`config.mk`:
```
export PLATFORM = sky130hd
export DESIGN_NAME = hib_seq
export DESIGN_NICKNAME = d
export VERILOG_FILES = /design/src/rtl/hib_pkg.sv /design/src/rtl/hib_wake_mask.sv /design/src/rtl/hib_tmo.sv /design/src/rtl/hib_out_dec.sv /design/src/rtl/hib_seq.sv
export SDC_FILE = /design/constraint.sdc
export NUM_CORES = 1
export LEC_CHECK = 0
export BUFFER_PORTS_ARGS = -buffer_cell sky130_fd_sc_hd__buf_2
export CORE_AREA = 2 2 64 66
export CTS_BUF_LIST = sky130_fd_sc_hd__clkbuf_4
export DETAILED_ROUTE_END_ITERATION = 10
export DIE_AREA = 0 0 66 68
export GPL_ROUTABILITY_DRIVEN = 0
export GPL_TIMING_DRIVEN = 0
export HOLD_SLACK_MARGIN = 0.06
export PLACE_DENSITY = 0.6
export RECOVER_POWER = 25
export SLEW_MARGIN = 0
export SYNTH_ARGS = -nofsm -noshare
export SYNTH_HDL_FRONTEND = slang
export SYNTH_SLANG_ARGS = --single-unit
```
`constraint.sdc`:
```
create_clock -name clk -period 2.45 [get_ports clk]
set_input_delay 0.49 -clock clk [delete_from_list [all_inputs] [get_ports clk]]
set_output_delay 0.49 -clock clk [all_outputs]
set_load 0.05 [all_outputs]
```
`src/rtl/hib_pkg.sv`:
```
package hib_pkg;

  typedef enum logic [3:0] {
    ST_RUN   = 4'd0,
    ST_SRQ   = 4'd1,
    ST_BUSW  = 4'd2,
    ST_CSTOP = 4'd3,
    ST_OFF   = 4'd4,
    ST_PUP   = 4'd5,
    ST_PLLW  = 4'd6,
    ST_CON   = 4'd7,
    ST_RST   = 4'd8,
    ST_ABORT = 4'd9,
    ST_ERR   = 4'd10
  } hib_st_e;

  typedef struct packed {
    logic sr;
    logic hold;
    logic pll;
    logic pwr;
    logic rst;
    logic err;
  } hib_out_s;

endpackage

```
`src/rtl/hib_wake_mask.sv`:
```
module hib_wake_mask #(
  parameter int N_WAKE = 4
) (
  input  logic [N_WAKE-1:0] irq,
  input  logic [N_WAKE-1:0] en,
  output logic              hit
);
  logic [N_WAKE-1:0] qual;

  for (genvar g = 0; g < N_WAKE; g++) begin : g_bit
    assign qual[g] = irq[g] & en[g];
  end

  assign hit = |qual;
endmodule

```
`src/rtl/hib_tmo.sv`:
```
module hib_tmo #(
  parameter int TMO_CYC = 16
) (
  input  logic clk,
  input  logic rst_n,
  input  logic clear,
  input  logic run,
  output logic expired
);
  localparam int CW = $clog2(TMO_CYC + 1);

  logic [CW-1:0] cnt_q;

  assign expired = (cnt_q == CW'(TMO_CYC - 1));

  always_ff @(posedge clk or negedge rst_n) begin
    if (!rst_n)              cnt_q <= '0;
    else if (clear)          cnt_q <= '0;
    else if (run && !expired) cnt_q <= cnt_q + 1'b1;
  end
endmodule

```
`src/rtl/hib_out_dec.sv`:
```
module hib_out_dec
  import hib_pkg::*;
(
  input  hib_st_e  st,
  output hib_out_s o
);
  always_comb begin
    o = '{sr: 1'b0, hold: 1'b0, pll: 1'b1, pwr: 1'b1, rst: 1'b0, err: 1'b0};
    unique case (st)
      ST_SRQ, ST_BUSW: o.sr = 1'b1;
      ST_CSTOP: begin o.sr = 1'b1; o.hold = 1'b1; o.pll = 1'b0; end
      ST_OFF:   begin o.sr = 1'b1; o.hold = 1'b1; o.pll = 1'b0; o.pwr = 1'b0; end
      ST_PUP:   begin o.sr = 1'b1; o.hold = 1'b1; o.pll = 1'b0; end
      ST_PLLW:  begin o.sr = 1'b1; o.hold = 1'b1; end
      ST_CON:   o.sr = 1'b1;
      ST_RST:   o.rst = 1'b1;
      ST_ERR:   o.err = 1'b1;
      default:  ;
    endcase
  end
endmodule

```
`src/rtl/hib_seq.sv`:
```
module hib_seq
  import hib_pkg::*;
#(
  parameter int          N_WAKE      = 4,
  parameter int          TMO_CYC     = 16,
  parameter logic [31:0] RESTART_VEC = 32'hBFC0_0000
) (
  input  logic              clk,
  input  logic              rst_n,
  input  logic              hib_req,
  input  logic              sr_ack,
  input  logic              bus_idle,
  input  logic              pll_lock,
  input  logic [N_WAKE-1:0] wake_irq,
  input  logic [N_WAKE-1:0] wake_en,
  output logic              sr_req,
  output logic              clk_hold,
  output logic              pll_en,
  output logic              pwr_en,
  output logic              restart_req,
  output logic [31:0]       restart_addr,
  output logic              err,
  output logic [3:0]        state
);
  hib_st_e  st_q, st_d;
  hib_out_s dec;
  logic     wake, expired, waiting;

  hib_wake_mask #(.N_WAKE(N_WAKE)) u_mask (
    .irq(wake_irq), .en(wake_en), .hit(wake)
  );

  assign waiting = (st_q == ST_SRQ) || (st_q == ST_BUSW) ||
                   (st_q == ST_PLLW) || (st_q == ST_ABORT);

  hib_tmo #(.TMO_CYC(TMO_CYC)) u_tmo (
    .clk(clk), .rst_n(rst_n), .clear(st_d != st_q), .run(waiting),
    .expired(expired)
  );

  always_comb begin
    st_d = st_q;
    unique case (st_q)
      ST_RUN:   if (hib_req) st_d = ST_SRQ;
      ST_SRQ: begin
        if (wake)         st_d = ST_ABORT;
        else if (sr_ack)  st_d = ST_BUSW;
        else if (expired) st_d = ST_ERR;
      end
      ST_BUSW: begin
        if (wake)          st_d = ST_ABORT;
        else if (bus_idle) st_d = ST_CSTOP;
        else if (expired)  st_d = ST_ERR;
      end
      ST_CSTOP: st_d = ST_OFF;
      ST_OFF:   if (wake) st_d = ST_PUP;
      ST_PUP:   st_d = ST_PLLW;
      ST_PLLW: begin
        if (pll_lock)     st_d = ST_CON;
        else if (expired) st_d = ST_ERR;
      end
      ST_CON:   st_d = ST_RST;
      ST_RST:   st_d = ST_RUN;
      ST_ABORT: begin
        if (!sr_ack)      st_d = ST_RUN;
        else if (expired) st_d = ST_ERR;
      end
      ST_ERR:   st_d = ST_ERR;
      default:  st_d = ST_ERR;
    endcase
  end

  always_ff @(posedge clk or negedge rst_n) begin
    if (!rst_n) st_q <= ST_RUN;
    else        st_q <= st_d;
  end

  hib_out_dec u_dec (.st(st_q), .o(dec));

  assign sr_req       = dec.sr;
  assign clk_hold     = dec.hold;
  assign pll_en       = dec.pll;
  assign pwr_en       = dec.pwr;
  assign restart_req  = dec.rst;
  assign err          = dec.err;
  assign restart_addr = dec.rst ? RESTART_VEC : 32'd0;
  assign state        = st_q;
endmodule

```
Word level (Yosys, flattened, before mapping)

Cells that the tools add are included.

Add/subtract/negate cells: 1
Multiply operators: 0
Div/mod/pow operators: 0
Magnitude comparators: 0
Eq/ne operators: 12
Shifts and indexed selects: 0
Muxes and demuxes: 19
Bitwise operators: 4
Reductions and logical operators: 11

Operators by type and width:

| operator            | count |
|---|---|
| $pmux 4 s10         | 1 |
| $mux 4              | 9 |
| $mux 32             | 1 |
| $eq 4x3->1 const B  | 4 |
| $eq 4x4->1 const B  | 3 |
| $mux 5              | 2 |
| $eq 4x2->1 const B  | 2 |
| $reduce_or 4->1     | 2 |
| $reduce_or 7->1     | 1 |
| $mux 1              | 6 |
| $add 5x1->5 const B | 1 |
| $eq 5x4->1 const B  | 1 |
| $and 1x1->1         | 4 |
| $eq 4x1->1 const B  | 1 |
| $logic_not 4->1     | 1 |
| $ne 4x4->1          | 1 |
| $logic_or 1x1->1    | 3 |
| $reduce_or 3->1     | 1 |
| $reduce_bool 2->1   | 1 |
| $logic_and 1x1->1   | 1 |
| $logic_not 1->1     | 1 |

Bits in registers: 9
Bits in latches: 0
Bits in writable memories: 0
ROM bits: 0
Output and inout port bits: 42
Word-level logic and storage cells: 49
Memories kept: 0

Depth between registers and ports, before layout

Gate-level depths: netlist of the first run.

Depth after elaboration: 7
Gate-level depth with buffers: 8
Gate-level depth less buffers: 8

Hierarchy

From an unflattened synthesis of the first run, not the netlist that was laid out.

Cells, all modules: 122
Area total of the unflattened synthesis: 1017.2 um2

By module, submodules not included:

| module        | instances | cells an instance | area each (um2) | seq. area each (um2) |
|---|---|---|---|---|
| hib_seq       | 1         | 86                | 661.9           | 100.1 |
| hib_tmo       | 1         | 23                | 260.2           | 125.1 |
| hib_out_dec   | 1         | 10                | 76.3            | 0.0 |
| hib_wake_mask | 1         | 3                 | 18.8            | 0.0 |

Worst setup path before layout of the first run

No wires, ideal clock.

Kind: register to output
Start point: reg st_q[1] (netlist: state[1])
End point: out restart_addr[22]
Arrival time: 2959 ps
Data required time: 1960 ps
Setup slack: -999 ps
Cell stages (with the launch flop): 5
Buffers on the path: 3
Cell sequence: dfrtp_1 -> buf_2 -> clkbuf_1 -> nor3_1 -> buf_4

Word-level cells in the longest chain between the ends: 3

RTL lines:

| element                | RTL line         | text |
|---|---|---|
| start, declared        | hib_seq.sv:25    | `hib_st_e st_q, st_d;` |
| start signal, assigned | hib_seq.sv:75    | `else st_q <= st_d;` |
| $eq 4x4->1             | hib_out_dec.sv:9 | `unique case (st)` |
| $mux 1                 | hib_out_dec.sv:9 |  |
| net restart_req        | hib_seq.sv:20    | `output logic restart_req,` |
| $mux 32                | hib_seq.sv:86    | `assign restart_addr = dec.rst ? RESTART_VEC : 32'd0;` |
| end, declared          | hib_seq.sv:21    | `output logic [31:0] restart_addr,` |

The timed path passes the listed nets, and every way through them passes these cells.

Final worst setup path of the first run

Start point: reg st_q[2] (netlist: state[2])
End point: out pll_en

Word-level cells in the longest chain between the ends: 3

RTL lines:

| element                                  | RTL line         | text |
|---|---|---|
| $eq 4x2->1 or $eq 4x3->1 (tied branches) | hib_out_dec.sv:9 |  |
| $reduce_or 3->1 (no line) *              | -                |  |
| $mux 1 *                                 | hib_out_dec.sv:9 |  |
| end, declared                            | hib_seq.sv:18    | `output logic pll_en,` |

Every way passes the cells marked *; elsewhere a longest branch is shown, timed or not.

==> results of run 1 <==
where the power goes:
group / switching, W / internal (W) / total (W)
registers: 0.0000434 / 0.000188 / 0.000231
logic: 0.000942 / 0.000433 / 0.00138
clock network: 0.0000461 / 0.0000735 / 0.000120
total: 0.00103 / 0.000694 / 0.00173
kinds of logic (layout without fill, tap and decap cells):
| family | count (synthesis) | after routing | share of synthesized area, % |
|---|---|---|---|
| AO/OA/AOI/OAI | 29 | 29 | 21.2 |
| AND/OR/NAND/NOR | 48 | 49 | 24.3 |
| buffers and inverters | 41 | 76 | 25.1 |
| XOR/XNOR | 6 | 6 | 4.73 |
| adder cells (fa/ha/maj) | 2 | 2 | 2.25 |
| flip-flops | 9 | 9 | 20.3 |
| multiplexers | 2 | 2 | 1.80 |
| other | 1 | 23 | 0.338 |
worst reg2reg max path, cell delays in order (launching register included):
cell and delay, ns:
dfrtp_1 0.40, ha_1 0.22, and3_1 0.19, ha_1 0.30, nor4bb_1 0.19, a22oi_1 0.26, o2111a_1 0.24, nand4_2 0.19
a211oi_2 0.20
state kept, by name, indices dropped and copies added, names as in the netlist:
| signal | cells |
|---|---|
| state | 4 |
| u_tmo.cnt_q | 5 |
cell usage after synthesis, types with 2 or more instances:
master	number
mux2i_1	2
nand3_1	3
a21oi_1	2
buf_4	32
or3_1	2
xor2_1	3
dfrtp_1	9
o21ai_0	9
nor3_1	3
inv_1	2
nor2_1	10
xnor2_1	3
buf_2	4
clkbuf_1	3
nand2_1	9
nor2b_1	4
nand2b_1	3
ha_1	2
final cells by class:
| cell class | instances | area (um^2) |
|---|---|---|
| Inverter | 2 | 7.51 |
| Fill cell | 428 | 2380 |
| Clock buffer | 4 | 30.0 |
| Multi-Input combinational cell | 111 | 723 |
| Buffer | 38 | 270 |
| Sequential cell | 9 | 225 |
| Timing Repair Buffer | 32 | 161 |
| Tap cell | 50 | 62.6 |
layer usage:
layer	part of all wire, %	up-vias
met2	49	32
li1	-	549
met4	0.28	0
met3	5.8	2
met5	0	-
met1	45	488
what timing repair did:
action	4_1_cts	5_1_grt
endpoints found under the hold margin	0	0
endpoints found under the setup margin	0	12
resized for setup	0	6
path summary, 6_finish.rpt:
check                          startpoint        endpoint  slack (ns)  cells after the start
max                              state[2]          pll_en        0.11                      5
min                                 rst_n  u_tmo.cnt_q[2]        0.16                      1
max reg2reg                u_tmo.cnt_q[0]  u_tmo.cnt_q[4]        0.18                      8
min reg2reg                u_tmo.cnt_q[3]  u_tmo.cnt_q[3]        0.53                      2
max in group asynchronous           rst_n  u_tmo.cnt_q[4]        1.96                      1
min in group clk           u_tmo.cnt_q[3]  u_tmo.cnt_q[3]        0.53                      2
metrics by stage:
step           utilization [%]  setup WS [ns]  instance area [um^2]
5_1_grt                   38.4        0.00654                  1480
4_1_cts                   38.0         0.0356                  1460
3_3_place_gp              37.2          0.240                  1430
3_5_place_dp              37.2          0.188                  1430
2_1_floorplan                -         0.0462                  1210
6_report                  38.4          0.112                  1480
==> results_dict.tcl, run 1 <==
set metrics [dict create \
    top_usage_layer "met2" \
    via_per_inst 4.35 \
    cpMostUsedCell "buf_2" \
    drt_wl_total_mm 2.53 \
    drtIter0Drc 67 \
    globalRouteOverflowTotal 0 \
    dp.cells 242 \
    grt_use_total_pct 10.8 \
    p_per_area_mw_per_mm2 1170 \
    netlist.area_leader.share_pct 21.6 \
    p_leak_nw 0.763 \
    clkTransAtPathRegs_ns 0.06 \
    hold_path.class "in -> async" \
    num_vias 1071 \
    synthArstFlopShare_pct 100 \
    start_util_pct 28.8 \
    whs_ns 0.164 \
    post_cts_buffers 0 \
    die_h_um 68 \
    ios 56 \
    grt_max_degree 11 \
    h-tree-depth 1 \
    synth_edf_count 0 \
    arrival_ns 1.85 \
    fin_crit_sh_pct 95.4 \
    first_pass_iters 4 \
    worst_ep_required_time_ns 1.96 \
    synth-seq-cells 9 \
    yosys.area.top_type "buf_4" \
    ant_nets 0 \
    synthTopCellsByArea "buf_4, dfrtp_1, o21ai_0" \
    cts_made_buffers 3 \
    setup_tns_ns 0 \
    rsz0062_at_grt "false" \
    vdd_drop_max_uv 333 \
    slew_viol_final 0 \
    clock_sinks 9 \
    cp_cell_sequence "buf_2 > clkbuf_2 > or2_2 > a21o_1 > buf_2" \
    crit_family "buffers and inverters" \
    io_buffers 32 \
    avgSynthCellArea_um2 8.05 \
    cts_tree "yes" \
    timing.fmax_mhz 428 \
    final_net_count 213 \
    core_area_mm2 0.00386 \
    wire_per_inst_um 10.3 \
    rows 23 \
    drive_gt1_share_pct 43.4 \
    startpoint_type "flop" \
    final_cell_mix "buf_2, buf_4, conb_1" \
    critPathMaxStageDelay_ns 0.45 \
    antenna_found_initial 0 \
    instances_no_fill 246 \
    postCtsHoldBufs 0 \
    worstSetupEndpointType "primary output" \
    dieArea_mm2 0.00449 \
    ys.flop_type "dfrtp_1" \
    status "finished, final reports clean" \
    synth_cell_type_count 51 \
    power_w 0.00173 \
    cts_buffer_depth 2 \
    fp.dieW_um 66 \
    synth_cells 138 \
    final-setup-viol-count 0 \
    yosysSeqAreaShare_pct 20.3 \
    crit_type "reg -> out" \
    crit_fanout 10 \
    met1_usage_pct 14.6 \
    finalCriticalPeriod_ns 2.34 \
    layout.cells.most_common "buf_2" \
    grt_pass1_wl_mm 3.93 \
    drc 0 \
    synth_area_mm2 0.00111 \
    n_antenna_cell 0 \
    cp_slowest_cell "dfrtp_1" \
    clockRootBuffer "clkbuf_4" \
    maxCapViolCount 0 \
    syn2layout_area_growth_pct 33.2 \
    grt_pass1_vias 891 \
    cp_num_buf_inv 3 \
    grtUsageMet2_pct 18.4 \
    hpwl_mm 1.94 \
    report.final.hold_viol_count 0 \
    skew_ns 0.00100 \
    use_met3_pct 0.822 \
    worstSkewPairLatency_ns 0.25 \
    synth_warnings 0 \
]
No activity file was read; power rests on OpenSTA's default activity.
==> run 2: changes to the inputs <==
--- a/config.mk
+++ b/config.mk
@@ -5,7 +5,7 @@
 export SDC_FILE = /design/constraint.sdc
 export NUM_CORES = 1
 export LEC_CHECK = 0
-export BUFFER_PORTS_ARGS = -buffer_cell sky130_fd_sc_hd__buf_2
+export BUFFER_PORTS_ARGS = -buffer_cell sky130_fd_sc_hd__clkbuf_2
 export CORE_AREA = 2 2 64 66
 export CTS_BUF_LIST = sky130_fd_sc_hd__clkbuf_4
 export DETAILED_ROUTE_END_ITERATION = 10
==> run 2 against run 1 <==
Critical path depth unchanged. Clock power about the same. Hold slack worse by 0.00050 ns. Final area down 0.59%. Clock-buffer cell count unchanged. Register-to-register slack better by 0.02 ns. Combinational power about the same. Die area unchanged. Fmax up 0.30%.
==> results_dict.tcl, run 2 (synthesized netlist as in run 1, its figures left out) <==
set metrics [dict create \
    arrival_ns 1.84 \
    grt_max_degree 11 \
    final-setup-viol-count 0 \
    grt_pass1_wl_mm 3.91 \
    drt_wl_total_mm 2.43 \
    r2r-start "u_tmo.cnt_q[0]" \
    finalWorstSetupSlack_ns 0.119 \
    rr_worst_depth 8 \
    cts_made_buffers 3 \
    maxCapViolCount 0 \
    reg2reg_slack_ns 0.20 \
    h-tree-depth 1 \
    r2r_end "u_tmo.cnt_q[4]" \
    n_antenna_cell 0 \
    timing.fmax_mhz 429 \
    clockRootBuffer "clkbuf_4" \
    finalCriticalPeriod_ns 2.33 \
    via_per_inst 4.31 \
    num_vias 1061 \
    die_h_um 68 \
    pre_cts_slack_ns 0.210 \
    clock_sinks 9 \
    multi_input_area_um2 707 \
    p_clk_share_pct 7.0 \
    final_cell_mix "buf_4, clkbuf_2, conb_1" \
    layout.cells.most_common "buf_4" \
    globalRouteOverflowTotal 0 \
    swShare_pct 59.4 \
    ios 56 \
    slew_viol_final 0 \
    hpwl_mm 1.95 \
    worstSkewPairLatency_ns 0.25 \
    drtIter0Drc 68 \
    cts_tree "yes" \
    p_per_area_mw_per_mm2 1160 \
    wire_per_inst_um 9.87 \
    skew_ns 0.000513 \
    largest_register_ffs 5 \
    cts_buffer_depth 2 \
    dieArea_mm2 0.00449 \
    worst_ep_required_time_ns 1.96 \
    postCtsHoldBufs 0 \
    grt_pass1_vias 883 \
    clkTransAtPathRegs_ns 0.06 \
    internal_power_w 0.000693 \
    core_area_mm2 0.00386 \
    power_frac_seq_pct 13.7 \
    switching_power_w 0.00101 \
    first_pass_iters 4 \
    rows 23 \
    seq_area_um2 225 \
    drc 0 \
    grt_use_total_pct 10.8 \
    instances_no_fill 246 \
    fp.dieW_um 66 \
    start_util_pct 28.8 \
    p_leak_nw 0.760 \
    rsz0062_at_grt "false" \
    io_buffers 32 \
    crit_fanout 10 \
    report.final.hold_viol_count 0 \
    syn2layout_area_growth_pct 32.4 \
    n_fill_cell 425 \
    crit_type "reg -> out" \
    setup_tns_ns 0 \
    dp.cells 242 \
    drive_gt1_share_pct 43.4 \
    status "finished, final reports clean" \
    hold_path.class "in -> async" \
    fin_crit_sh_pct 95.1 \
    vdd_drop_max_uv 334 \
    antenna_found_initial 0 \
    comb_power_share_pct 79.4 \
    final_net_count 213 \
    top_register "u_tmo.cnt_q" \
    worstSetupEndpointType "primary output" \
    ant_nets 0 \
    startpoint_type "flop" \
]
## run 2: cell types whose count changed in the layout (fill, tap and decap cells not counted)
cell / previous run / this run
nor3_4: 2 / 1
buf_4: 32 / 33
buf_2: 34 / 5
clkbuf_2: 2 / 31
## run 2: critical path, cell delays in order, from the launching register on
cell and delay [ns]:
dfrtp_1 0.45, buf_2 0.23, clkbuf_2 0.20, or2_2 0.35, a21o_1 0.16, buf_2 0.20
## run 2: timing repair
item	4_1_cts	5_1_grt
buffers inserted	0	1
resized for setup	0	7
hold endpoints to repair	0	0
setup endpoints to repair	0	13
## run 2: per-layer routing
| metal | wire, um | vias up | GRT usage, % |
|---|---|---|---|
| met5 | 0 | - | 0 |
| met4 | 0 | 0 | 3.06 |
| met3 | 139 | 0 | 1.15 |
| met2 | 1190 | 30 | 17.8 |
| met1 | 1100 | 483 | 14.9 |
| li1 | - | 548 | - |
## run 2: final cells by class
class                   instances  share of cell area (%)
clock buffers                   4                    2.04
repair buffers                 33                    11.5
well taps                      50                    4.25
flip-flops and latches          9                    15.3
multi-input cells             110                    48.0
inverters                       2                   0.510
plain buffers                  38                    18.4
## run 2: worst max path at each step
stage / start / end / slack, ns / depth (start not counted)
finish: state[2] / pll_en / 0.12 / 5
floorplan: state[1] / restart_addr[22] / 0.05 / 4
detailed placement: u_tmo.cnt_q[0] / u_tmo.cnt_q[4] / 0.21 / 8
CTS: state[2] / clk_hold / 0.0007 / 5
global placement: u_tmo.cnt_q[0] / u_tmo.cnt_q[4] / 0.24 / 8
global route: state[2] / pll_en / 0.004 / 5
## run 2: power groups by stage
stage | combinational (W) | clock (W) | sequential [W]
2_1_floorplan | 0.00103 | 0 | 0.000310
3_3_place_gp | 0.00135 | 0 | 0.000234
6_report | 0.00135 | 0.000119 | 0.000233
5_1_grt | 0.00144 | 0.000137 | 0.000242
4_1_cts | 0.00135 | 0.000124 | 0.000233
3_5_place_dp | 0.00134 | 0 | 0.000236
## run 2: through the flow
stage	hold WS (ns)	util, %	cell area, um^2	total power, W
finish	0.164	38.2	1470	0.00170
global route	0.191	38.2	1470	0.00182
CTS	0.0810	38.0	1460	0.00171
detailed placement	0.355	37.2	1430	0.00158
global placement	0.356	37.2	1430	0.00158
floorplan	0.194	-	1210	0.00134
==> run 3: changes to the inputs <==
--- a/config.mk
+++ b/config.mk
@@ -6,14 +6,16 @@
 export NUM_CORES = 1
 export LEC_CHECK = 0
 export BUFFER_PORTS_ARGS = -buffer_cell sky130_fd_sc_hd__clkbuf_2
-export CORE_AREA = 2 2 64 66
+export CELL_PAD_IN_SITES_DETAIL_PLACEMENT = 0
+export CELL_PAD_IN_SITES_GLOBAL_PLACEMENT = 1
+export CORE_AREA = 2 2 65 67
 export CTS_BUF_LIST = sky130_fd_sc_hd__clkbuf_4
 export DETAILED_ROUTE_END_ITERATION = 10
-export DIE_AREA = 0 0 66 68
+export DIE_AREA = 0 0 67 69
 export GPL_ROUTABILITY_DRIVEN = 0
 export GPL_TIMING_DRIVEN = 0
 export HOLD_SLACK_MARGIN = 0.06
-export PLACE_DENSITY = 0.6
+export PLACE_DENSITY = 0.8
 export RECOVER_POWER = 25
 export SLEW_MARGIN = 0
 export SYNTH_ARGS = -nofsm -noshare
==> constraint.sdc (replaced) <==
create_clock -name clk -period 1.93 [get_ports clk]
set_input_delay 0.386 -clock clk [delete_from_list [all_inputs] [get_ports clk]]
set_output_delay 0.386 -clock clk [all_outputs]
set_load 0.05 [all_outputs]
==> run 3 against run 2 <==
The run now ends with negative setup slack left. Flip-flop and latch count unchanged. Setup slack got worse by 0.17 ns. Wire length increased by 49%. Clock skew increased by 0.00092 ns. Via count increased by 16%. Global-route usage increased by 4.0 points. Clock power increased by 32%. Combinational power increased by 96%. Non-clock buffer count increased by 23. Critical endpoint is now restart_addr[25].
==> results_dict.tcl, run 3 (synthesized netlist as in run 1, its figures left out) <==
set metrics [dict create \
    status "complete, but fails checks" \
    violations "negative setup slack" \
    start_util_pct 28.4 \
    multi_input_area_um2 801 \
    wire_per_inst_um 13.4 \
    cp_cell_sequence "buf_6 > nand2b_4 > nor3_4 > buf_6 > buf_6 > clkbuf_16" \
    drtIter0Drc 94 \
    h-tree-depth 1 \
    io_buffers 32 \
    cp_slowest_cell "dfrtp_2" \
    finalCriticalPeriod_ns 1.98 \
    cp_num_buf_inv 4 \
    maxCapViolCount 0 \
    drt_wl_total_mm 3.61 \
    via_per_inst 4.57 \
    final_net_count 236 \
    ios 56 \
    cpMostUsedCell "buf_6" \
    timing.fmax_mhz 505 \
    drc 0 \
    arrival_ns 1.59 \
    rsz0062_at_grt "true" \
    fp.dieW_um 67 \
    n_antenna_cell 0 \
    top_register "u_tmo.cnt_q" \
    hold_path.class "in -> reg" \
    final_cell_mix "buf_4, conb_1, clkbuf_2" \
    seq_area_um2 230 \
    dieArea_mm2 0.00462 \
    layout.cells.most_common "buf_4" \
    fin_crit_sh_pct 103 \
    rows 23 \
    worstSetupEndpointType "primary output" \
    grt_pass1_vias 1141 \
    clock_sinks 9 \
    critPathMaxStageDelay_ns 0.43 \
    crit_family "buffers and inverters" \
    core_area_mm2 0.00391 \
    cts_buffer_depth 2 \
    ant_nets 0 \
    die_h_um 69 \
    antenna_found_initial 0 \
    drive_gt1_share_pct 56.2 \
    grt_use_total_pct 14.8 \
    clockRootBuffer "clkbuf_4" \
    whs_ns 0.557 \
    hpwl_mm 1.94 \
    startpoint_type "flop" \
    cts_made_buffers 3 \
    globalRouteOverflowTotal 0 \
    grt_pass1_wl_mm 5.49 \
    final-setup-viol-count 10 \
    largest_register_ffs 5 \
    clkTransAtPathRegs_ns 0.06 \
    finalWorstSetupSlack_ns -0.0490 \
    p_per_area_mw_per_mm2 1510 \
    first_pass_iters 4 \
    grt_max_degree 12 \
    slew_viol_final 0 \
    num_vias 1229 \
    worst_ep_required_time_ns 1.54 \
    crit_fanout 5 \
    p_leak_nw 0.975 \
    cts_tree "yes" \
    vdd_drop_max_uv 445 \
    n_fill_cell 359 \
    worstSkewPairLatency_ns 0.25 \
    crit_type "reg -> out" \
    setup_tns_ns -0.378 \
    syn2layout_area_growth_pct 84.7 \
    report.final.hold_viol_count 0 \
    skew_ns 0.00143 \
]
-- run 3: cell count changes in the layout (fill, tap and decap cells not counted), sizes merged --
| cell | delta |
|---|---|
| dlygate4sd3 | +1 |
| buf | +27 |
| clkbuf | -5 |
-- run 3: per-stage QoR --
stage               cell area, um^2  utilization, %  instances  total power, W  setup WS (ns)
floorplan                      1290               -        160         0.00182         -0.250
global placement               1520            38.7        242         0.00213         -0.184
detailed placement             1520            38.7        242         0.00212         -0.209
CTS                            2030            51.8        264         0.00293        -0.0606
global route                   2050            52.4        269         0.00324         -0.136
finish                         2050            52.4        269         0.00309        -0.0490
-- run 3: power breakdown --
part,switching (W),internal (W),leakage (nW)
registers,0.0000464,0.000244,0.115
clock network,0.0000631,0.0000936,0.0184
logic,0.00145,0.00120,0.842
-- run 3: area by class of cell --
class	count	share of cell area [%]
multi-input cells	110	39.0
repair buffers	58	29.0
well taps	50	3.05
plain buffers	36	15.9
flip-flops and latches	9	11.2
clock buffers	4	1.46
inverters	2	0.366
-- run 3: worst paths after layout --
check | from | end | slack, ns | cells after the start
worst min-delay path | wake_en[3] | state[1] | 0.56 | 4
min in group asynchronous | rst_n | u_tmo.cnt_q[0] | 0.60 | 2
worst min register to register | u_tmo.cnt_q[3] | u_tmo.cnt_q[3] | 0.61 | 2
max in group asynchronous | rst_n | state[1] | 0.98 | 2
worst max register to register | u_tmo.cnt_q[1] | u_tmo.cnt_q[4] | -0.05 | 8
worst max-delay path | state[2] | restart_addr[25] | -0.05 | 6
-- run 3: routing by layer --
layer,track usage (%),vias to the layer above,wire (um)
li1,-,588,-
met1,18.4,572,1440
met2,26.4,56,1830
met3,0.979,13,214
met4,4.54,0,126
met5,0,-,0
-- run 3: worst register-to-register path: stages, from the launching register on --
cell,delay [ns]
dfrtp_1,0.39
ha_2,0.19
and3_4,0.18
ha_4,0.17
nor4bb_4,0.15
a22oi_2,0.18
o2111a_1,0.25
nand4_4,0.16
a211oi_2,0.20
-- run 3: what timing repair did --
| action | CTS | global route |
|---|---|---|
| hold buffers | 1 | 0 |
| gates resized for setup | 55 | 16 |
| pin swaps | 10 | 14 |
| endpoints found under the setup margin | 19 | 19 |
| cloned | 1 | 0 |
| setup buffers | 17 | 9 |
| hold endpoints to repair | 9 | 0 |
